===== src/rtl/disp_stat_pkg.sv =====
package disp_stat_pkg;

    localparam int WORD_W = 16;
    localparam int LINE_W = 9;

    // Writable field mask: enables (3, 5), compare high bit (7), compare low byte (15:8)
    localparam logic [WORD_W-1:0] WR_MASK = 16'hFFA8;

    typedef struct packed {
        logic [LINE_W-1:0] cmp;
        logic              vm_en;
        logic              vb_en;
        logic              vm_flag;
        logic              vb_flag;
    } stat_t;

    typedef struct packed {
        logic vb;
        logic vm;
    } irq_pair_t;

    function automatic logic [WORD_W-1:0] pack_word(input stat_t s);
        pack_word = {s.cmp[7:0], s.cmp[8], 1'b0, s.vm_en, 1'b0,
                     s.vb_en, s.vm_flag, 1'b0, s.vb_flag};
    endfunction

    function automatic stat_t merge_write(input stat_t s, input logic [WORD_W-1:0] w);
        stat_t r;
        r         = s;
        r.cmp     = {w[7], w[15:8]};
        r.vb_en   = w[3];
        r.vm_en   = w[5];
        merge_write = r;
    endfunction

endpackage


===== src/rtl/disp_line_dec.sv =====
module disp_line_dec
    import disp_stat_pkg::*;
#(
    parameter int VBL_START = 192,
    parameter int VBL_END   = 262
) (
    input  logic              line_start,
    input  logic [LINE_W-1:0] line_num,
    output logic              vb_set,
    output logic              vb_clr
);
    localparam logic [LINE_W-1:0] START_L = LINE_W'(VBL_START);
    localparam logic [LINE_W-1:0] END_L   = LINE_W'(VBL_END);

    always_comb begin
        vb_set = line_start && (line_num == START_L);
        vb_clr = line_start && (line_num == END_L);
    end
endmodule


===== src/rtl/disp_stat_reg.sv =====
module disp_stat_reg
    import disp_stat_pkg::*;
(
    input  logic              clk,
    input  logic              rst,
    input  logic              line_start,
    input  logic              vb_set,
    input  logic              vb_clr,
    input  logic [LINE_W-1:0] line_num,
    input  logic              wr_en,
    input  logic [WORD_W-1:0] wr_data,
    output stat_t             stat,
    output irq_pair_t         evt
);
    stat_t stat_q;
    stat_t stat_d;
    logic  hit;

    assign hit = (line_num == stat_q.cmp);

    always_comb begin
        stat_d = stat_q;
        if (wr_en) begin
            stat_d = merge_write(stat_q, wr_data);
        end
        if (line_start) begin
            stat_d.vm_flag = hit;
        end
        if (vb_set) begin
            stat_d.vb_flag = 1'b1;
        end else if (vb_clr) begin
            stat_d.vb_flag = 1'b0;
        end
    end

    always_comb begin
        evt.vb = vb_set && stat_q.vb_en;
        evt.vm = line_start && hit && stat_q.vm_en;
    end

    always_ff @(posedge clk) begin
        if (rst) begin
            stat_q <= '0;
        end else begin
            stat_q <= stat_d;
        end
    end

    assign stat = stat_q;
endmodule


===== src/rtl/disp_irq_pend.sv =====
module disp_irq_pend
    import disp_stat_pkg::*;
(
    input  logic      clk,
    input  logic      rst,
    input  irq_pair_t evt,
    input  logic      irq_phase,
    output irq_pair_t irq
);
    irq_pair_t pend_q;
    irq_pair_t irq_q;

    always_ff @(posedge clk) begin
        if (rst) begin
            pend_q <= '0;
            irq_q  <= '0;
        end else begin
            irq_q  <= irq_phase ? pend_q : '0;
            pend_q <= (irq_phase ? '0 : pend_q) | evt;
        end
    end

    assign irq = irq_q;
endmodule


===== src/rtl/disp_stat_irq.sv =====
module disp_stat_irq
    import disp_stat_pkg::*;
#(
    parameter int NUM_CPU   = 2,
    parameter int VBL_START = 192,
    parameter int VBL_END   = 262,
    localparam int SEL_W    = (NUM_CPU > 1) ? $clog2(NUM_CPU) : 1
) (
    input  logic               clk,
    input  logic               rst,
    input  logic               line_start,
    input  logic               irq_phase,
    input  logic [8:0]         line_num,
    input  logic [NUM_CPU-1:0] wr_en,
    input  logic [15:0]        wr_data,
    input  logic [SEL_W-1:0]   rd_sel,
    output logic [15:0]        rd_data,
    output logic [NUM_CPU-1:0] irq_vblank,
    output logic [NUM_CPU-1:0] irq_vmatch
);
    logic                           vb_set;
    logic                           vb_clr;
    logic [NUM_CPU-1:0][WORD_W-1:0] stat_words;

    disp_line_dec #(
        .VBL_START(VBL_START),
        .VBL_END  (VBL_END)
    ) u_dec (
        .line_start(line_start),
        .line_num  (line_num),
        .vb_set    (vb_set),
        .vb_clr    (vb_clr)
    );

    for (genvar c = 0; c < NUM_CPU; c++) begin : g_cpu
        stat_t     stat;
        irq_pair_t evt;
        irq_pair_t irq;

        disp_stat_reg u_reg (
            .clk       (clk),
            .rst       (rst),
            .line_start(line_start),
            .vb_set    (vb_set),
            .vb_clr    (vb_clr),
            .line_num  (line_num),
            .wr_en     (wr_en[c]),
            .wr_data   (wr_data),
            .stat      (stat),
            .evt       (evt)
        );

        disp_irq_pend u_pend (
            .clk      (clk),
            .rst      (rst),
            .evt      (evt),
            .irq_phase(irq_phase),
            .irq      (irq)
        );

        assign stat_words[c]  = pack_word(stat);
        assign irq_vblank[c]  = irq.vb;
        assign irq_vmatch[c]  = irq.vm;
    end

    assign rd_data = stat_words[rd_sel];
endmodule


===== config.mk =====
export PLATFORM = sky130hd
export DESIGN_NAME = disp_stat_irq
export DESIGN_NICKNAME = d
export VERILOG_FILES = /design/src/rtl/disp_stat_pkg.sv /design/src/rtl/disp_line_dec.sv /design/src/rtl/disp_stat_reg.sv /design/src/rtl/disp_irq_pend.sv /design/src/rtl/disp_stat_irq.sv
export SDC_FILE = /design/constraint.sdc
export NUM_CORES = 1
export LEC_CHECK = 0
export ABC_AREA = 1
export BUFFER_PORTS_ARGS = -buffer_cell sky130_fd_sc_hd__buf_2
export CAP_MARGIN = 20
export CELL_PAD_IN_SITES_DETAIL_PLACEMENT = 1
export CELL_PAD_IN_SITES_GLOBAL_PLACEMENT = 1
export CORE_MARGIN = 4
export CORE_UTILIZATION = 37
export CTS_BUF_LIST = sky130_fd_sc_hd__clkbuf_16
export DETAILED_ROUTE_END_ITERATION = 12
export MAX_ROUTING_LAYER = met4
export PLACE_DENSITY = 0.84
export SLEW_MARGIN = 40
export SYNTH_ARGS = -nofsm -noshare
export SYNTH_HDL_FRONTEND = slang
export SYNTH_SLANG_ARGS = --single-unit

===== constraint.sdc =====
create_clock -name clk -period 1.6 [get_ports clk]
set_input_delay 0.4 -clock clk [delete_from_list [all_inputs] [get_ports clk]]
set_output_delay 0.4 -clock clk [all_outputs]
set_load 0.005 [all_outputs]

Word level (Yosys, flattened, before mapping)
Index checks and enable logic that the tools add are counted.
{ "classes": {"magnitude_cmp": 1, "eq_ne": 4, "n_mux": 10, "bitwise": 3, "n_reduce_logical": 10} }
{ "op_table": {"columns": ["operator", "n"], "rows": [
  ["$mux W16", 2],
  ["$eq A9 B9 Y1", 2],
  ["$eq A9 B8 Y1 const B", 1],
  ["$eq A9 B9 Y1 const B", 1],
  ["$logic_and A1 B1 Y1", 8],
  ["$mux W1", 6],
  ["$mux W2", 2],
  ["$or A2 B2 Y2", 2],
  ["$lt A1 B2 Y1 const B", 1],
  ["$reduce_bool A2 Y1", 1],
  ["$reduce_or A2 Y1", 1],
  ["$not A1 Y1", 1]
]} }
{ "word_totals": {"register_bits": 34, "input_bits": 32, "out_inout_bits": 20, "elab_cells": 46} }

Depth between registers and ports, before layout
Gate-level depths: netlist of run 1.
{ "depth": {"word_depth": 4, "ltp_mapped": 8, "ltp_nobuf": 8} }

Hierarchy
A second synthesis of run 1 with hierarchy kept.
{ "hier_totals": {"cells_unflattened": 290, "area_unflattened_um2": 1789.2} }
{ "by_module_without_submodules": {"columns": ["mod", "instances", "cells_each", "area_per_inst_um2", "seq_area_each_um2"], "rows": [
  ["disp_stat_reg", 2, 98, 631.9, 260.2],
  ["disp_irq_pend", 2, 13, 123.9, 80.1],
  ["disp_stat_irq", 1, 46, 195.2, 0.0],
  ["disp_line_dec", 1, 22, 82.6, 0.0]
]} }

Least setup slack after synthesis of run 1
Ideal clock, no wire load.
{ "synth_path": {"path_kind": "in2out", "from": "in rd_sel", "to": "out rd_data[10]", "arrival_time_ps": 807, "required_time_ps": 1200, "setup_slack_ps": 393, "path_stages": 3, "path_buffers": 1, "path_cell_list": "clkbuf_1 -> nand2_1 -> o21ai_0"} }
{ "synth_between": {"elab_chain_cells": 2} }
{ "synth_rtl": {"columns": ["item", "line_no", "text"], "rows": [
  ["start: declaration", "disp_stat_irq.sv:16", "input logic [SEL_W-1:0] rd_sel,"],
  ["$mux W16 (implied by the code) (2 in a row)", "disp_stat_irq.sv:66", "assign rd_data = stat_words[rd_sel];"],
  ["end: declaration", "disp_stat_irq.sv:17", "output logic [15:0] rd_data,"]
]} }
No other way between the ends. The select of a mux whose other input is x is not followed.

Worst setup path after layout of run 1
{ "layout_path": {"from": "in rd_sel", "to": "out rd_data[5]"} }
Same word-level chain as after synthesis.

==> flow_summary.toml, run 1 <==
[grt]
grt_pass1_wl_mm = 7.79
grt_antenna_before_repair = 0
gr-total-overflow = 0
grt_max_degree = 25
grtUsageTotal_pct = 19.5
grt_pass1_vias = 1679

[critical_path]
path_buf_inv = 3
arrival_ns = 1.09
worst_path_largest_cell_delay_ns = 0.26
r2r_start = "g_cpu[1].u_reg.stat[4]$_SDFFE_PP0P_"
crit_start = "rd_sel"
r2r_slack_ns = 0.51
endpoint_kind = "output port"
cp.required_ns = 1.20
critPathMaxFanout = 24
startpoint_type = "input port"
critical_path_class = "input port to output port"
cpMaxStageDelayCell = "o21ai_0"
crit_family = "buffers and inverters"
path_cells = "buf_2 -> buf_12 -> o21ai_0 -> buf_2"
rr_worst_depth = 5
r2r_end = "g_cpu[1].u_pend.pend_q[0]$_SDFF_PP0_"
cpMostUsedCell = "buf_2"

[clocking]
cts_buffers = 5
cts.sinks = 33
ctsResizeCount = 0
cts_tree = "built"
cts_max_level = 2
cts-root-buf = "clkbuf_16"
clk_latency_ns = 0.28
clkTransAtPathRegs_ns = 0.05
post_cts.repair.setup_buffers = 0
ctsHoldBuffers = 0
clockBufferDepth = 2

[routing]
vias = 1651
ant_nets = 0
wl_mm = 4.75
avgViaCountPerCell = 4.90
avgRoutedWirePerCell_um = 14.1
drc_errors = 0
drt_iter0_drc = 71
first_pass_iters = 4

[sta]
period_share_pct = 93.4
rsz0062_at_grt = "false"
report.final.hold_viol_count = 0
finClkSkew_ns = 0.00191
fin_setup_tns_ns = 0
finalSetupViolations = 0
fin_crit_ns = 1.49
slew_viol_final = 0
max_freq_mhz = 669
fin_ws_ns = 0.105

[die]
core_sq_mm = 0.00412
die_y_um = 74.0
design.die.area_sq_mm = 0.00548
io_pins = 52
die_x_um = 74.0
rows = 23
initial_core_util_pct = 39.2

[layout]
nNetsFinal = 318
syn_to_final_growth_pct = 29.3
utilization_pct = 50.7
layout-drive-gt1-share_pct = 23.0
final_cells = 337
n_antenna_cell = 0
design_area_sq_mm = 0.00209
nFillCells = 547

[min_path]
hold_class = "input port to flop"
min_to = "g_cpu[1].u_reg.stat[8]$_SDFFE_PP0P_"
worstHoldPathCells = 3
min_from = "wr_data[12]"

[synth]
syn_area_per_cell_sq_um = 6.70
synth-seq-area-share_pct = 40.9
ys_warn_count = 0
yosysUniqueCellTypes = 21
synth_area_sq_mm = 0.00161
synth-seq-cells = 33
synthCells = 241

[placement]
dp.cells = 329
routabilityCongestion = 0.815
dpl.hpwl_mm = 3.51
place_ws_ns = 0.134
placed_cell_area_sq_mm = 0.00190
port_buffers = 43

[status]
status = "complete, no violations"

[power]
power_density_mw_per_mm2 = 1160
leakagePower_nw = 0.963
ir_drop_mv = 0.488

[job]
max_cap_violations = 0
[synthesized netlist by cell type]
cell	number	area [sq um]
a21oi_1	21	105
a21oi_2	2	17.5
buf_2	4	20.0
buf_4	4	30.0
clkbuf_1	4	15.0
conb_1	1	3.75
dfxtp_1	33	661
inv_1	32	120
inv_2	2	7.51
nand2_1	57	214
nand3_1	1	5.00
nand3_2	2	20.0
nand3b_1	1	7.51
nand4_1	5	31.3
nor2_1	28	105
nor2_2	3	18.8
nor3b_2	1	12.5
o211ai_1	1	7.51
o21a_1	1	7.51
o21ai_0	34	170
xnor2_1	4	35.0
[per-stage QoR]
step / power (mW) / hold slack [ns]
3_3_place_gp: 1.18 / 0.415
2_1_floorplan: 1.06 / 0.408
6_report: 2.42 / 0.357
4_1_cts: 2.44 / 0.359
3_5_place_dp: 1.19 / 0.423
5_1_grt: 2.51 / 0.379
[tightest hold or removal path, cell delays in order]
cell,delay (ns)
buf_2,0.08
nor2_1,0.04
nor2_1,0.08
[cells in the final DEF (no fill, tap or decap)]
master,instances
buf_4,3
o21a_1,1
nand2_1,57
nand3b_1,1
dfxtp_1,33
nand4_1,5
nand3_2,2
clkinv_2,1
a21oi_1,21
nor3b_2,1
inv_1,32
conb_1,3
bufinv_16,2
a21oi_2,2
o21ai_0,34
nor2_1,28
inv_2,2
buf_2,43
nor2_2,3
clkbuf_16,5
xnor2_1,4
nand3_1,1
buf_12,2
o211ai_1,1
[power by group]
part	leakage, nW	switching [mW]	internal (mW)
clock network	0.0938	0.357	0.889
registers	0.272	0.0277	0.862
logic	0.598	0.169	0.114
[registers in the layout (all words and copies together), names as in the netlist]
register / cells
g_cpu.u_pend.pend_q: 4
g_cpu.u_pend.irq: 4
g_cpu.u_reg.stat: 25
[cell families (layout without fill, tap and decap cells)]
group	after synthesis	count (layout)	share of synthesized area, %
buffers and inverters	46	90	11.9
and+or+nand+nor	98	98	25.7
AOI/OAI and AO/OA	59	59	19.1
xor gates and xnor gates	4	4	2.17
DFF	33	33	40.9
other	1	3	0.232
[layout make-up]
type                       instances  area, sq um  share of cell area, %
clock buffer                       5          125                   6.00
clock inverter                     3         65.1                   3.12
inverter                          34          128                   6.12
multi-input combinational        164          768                   36.8
sequential                        33          661                   31.7
tap                               50         62.6                   3.00
timing repair buffer              48          278                   13.3
[per-layer routing]
| metal | wire length, um | up-vias | GRT usage (%) | share of wire [%] |
|---|---|---|---|---|
| met4 | 44 | 0 | 4.83 | 0.93 |
| met2 | 2470 | 36 | 35.9 | 52 |
| li1 | - | 845 | - | - |
| met1 | 2020 | 765 | 20.9 | 42 |
| met5 | 0 | - | - | 0 |
| met3 | 216 | 5 | 4.46 | 4.6 |
[how the worst max path moves through the flow]
| stage | endpoint | slack (ns) | cells past startpoint |
|---|---|---|---|
| final | rd_data[5] | 0.11 | 4 |
| after global routing | rd_data[5] | 0.08 | 4 |
| after CTS | rd_data[5] | 0.09 | 4 |
| after detailed placement | rd_data[5] | 0.13 | 4 |
| after global placement | rd_data[5] | 0.17 | 4 |
| after floorplan | rd_data[10] | 0.39 | 3 |
Note: power is estimated with default switching activity, not from simulation.
==> inputs of run 2 (changes only) <==
==> constraint.sdc (replaced) <==
create_clock -name clk -period 1.6 [get_ports clk]
set_input_delay 0.08 -clock clk [delete_from_list [all_inputs] [get_ports clk]]
set_output_delay 0.08 -clock clk [all_outputs]
set_load 0.005 [all_outputs]
==> flow_summary.toml, run 2 (synthesis gave the netlist of run 1 again) <==
[grt]
grt_pass1_vias = 1602
gr-total-overflow = 0
grt_pass1_wl_mm = 7.35
grtUsageTotal_pct = 18.2
grt_antenna_before_repair = 0
grt_max_degree = 25

[critical_path]
r2r_end = "g_cpu[1].u_pend.pend_q[0]$_SDFF_PP0_"
r2r_start = "g_cpu[1].u_reg.stat[7]$_SDFFE_PP0P_"
critPathMaxFanout = 3
rr_worst_depth = 5
worst_path_largest_cell_delay_ns = 0.35
cp.required_ns = 1.52
path_buf_inv = 2
r2r_slack_ns = 0.50
cpMaxStageDelayCell = "dfxtp_1"
crit_family = "flip-flops"
endpoint_kind = "output port"
critical_path_class = "flop to output port"
cp_num_cells = 3
startpoint_type = "flop"
arrival_ns = 1.06
path_cells = "inv_1 -> o21ai_0 -> buf_2"

[clocking]
clkTransAtPathRegs_ns = 0.05
clk_latency_ns = 0.27
cts-root-buf = "clkbuf_16"
cts_max_level = 2
cts_tree = "built"
ctsHoldBuffers = 0
ctsResizeCount = 0
cts_buffers = 5
cts.sinks = 33
clockBufferDepth = 2
post_cts.repair.setup_buffers = 0

[power]
leakagePower_nw = 0.915
total_power_mw = 2.05
ir_drop_mv = 0.626
power_density_mw_per_mm2 = 1030

[sta]
max_freq_mhz = 881
rsz0062_at_grt = "false"
fin_setup_tns_ns = 0
relSlewSlack_pct = 65.1
fin_crit_ns = 1.14
finClkSkew_ns = 0.00174
worst_pin_slew_ns = 0.523
timing.hold.ws_ns = 0.0459
fin_ws_ns = 0.465
slew_viol_final = 0
period_share_pct = 70.9
report.final.hold_viol_count = 0
finalSetupViolations = 0

[die]
design.die.area_sq_mm = 0.00548
die_x_um = 74.0
io_pins = 52
core_sq_mm = 0.00412
die_y_um = 74.0
rows = 23
initial_core_util_pct = 39.2

[routing]
drc_errors = 0
first_pass_iters = 4
ant_nets = 0
vias = 1612
avgRoutedWirePerCell_um = 13.2
wl_mm = 4.42
avgViaCountPerCell = 4.83
drt_iter0_drc = 31

[layout]
nNetsFinal = 315
n_antenna_cell = 0
largest_register_ffs = 25
layout-drive-gt1-share_pct = 21.5
mostFrequentLayoutCell = "nand2_1"
syn_to_final_growth_pct = 23.1
layout_common_cells = "nand2_1 (57), buf_2 (43), o21ai_0 (34), dfxtp_1 (33), inv_1 (32)"

[placement]
place_ws_ns = 0.494
routabilityCongestion = 0.809
port_buffers = 43
dpl.hpwl_mm = 3.35

[min_path]
min_from = "wr_data[8]"
hold_class = "input port to flop"
worstHoldPathCells = 3
min_to = "g_cpu[1].u_reg.stat[4]$_SDFFE_PP0P_"

[job]
max_cap_violations = 0

[status]
status = "complete, no violations"
-- run 2: stage by stage --
stage | utilization (%) | instance area [sq um] | cells
after floorplan | - | 1620 | 243
after global placement | 44.9 | 1850 | 326
after detailed placement | 44.9 | 1850 | 326
after CTS | 48.3 | 1990 | 334
after global routing | 48.3 | 1990 | 334
final | 48.3 | 1990 | 334
-- run 2: area by class of cell --
type,count,area [sq um]
fill,565,2130
multi-input combinational,164,768
sequential,33,661
timing repair buffer,45,230
inverter,34,128
clock buffer,5,125
tap,50,62.6
clock inverter,3,12.5
-- run 2: how the worst max path moves through the flow --
stage	to	start
finish	rd_data[7]	g_cpu[0].u_reg.stat[12]$_SDFFE_PP0P_
global route	rd_data[7]	g_cpu[0].u_reg.stat[12]$_SDFFE_PP0P_
CTS	rd_data[7]	g_cpu[0].u_reg.stat[12]$_SDFFE_PP0P_
detailed placement	g_cpu[1].u_pend.pend_q[0]$_SDFF_PP0_	g_cpu[1].u_reg.stat[7]$_SDFFE_PP0P_
global placement	g_cpu[1].u_pend.pend_q[0]$_SDFF_PP0_	g_cpu[1].u_reg.stat[10]$_SDFFE_PP0P_
floorplan	g_cpu[1].u_pend.pend_q[0]$_SDFF_PP0_	g_cpu[1].u_reg.stat[10]$_SDFFE_PP0P_
-- run 2: report_power, final --
part	switching, mW	internal [mW]
Combinational	0.161	0.102
Clock	0.336	0.562
Sequential	0.0268	0.862
-- run 2: worst reg2reg max path, delay by kind of cell, from the launching register on --
kind / cells / cell delay [ns]
AND/OR/NAND/NOR: 3 / 0.41
flip-flops: 1 / 0.33
AO/OA/AOI/OAI: 1 / 0.11
XOR/XNOR: 1 / 0.19
-- run 2: layer usage --
layer / part of all wire [%] / up-vias / global-route usage (%)
met4: 1.7 / 0 / 4.63
met2: 48 / 34 / 31.0
met1: 46 / 733 / 20.9
li1: - / 837 / -
met3: 4.7 / 8 / 5.27
met5: 0 / - / -
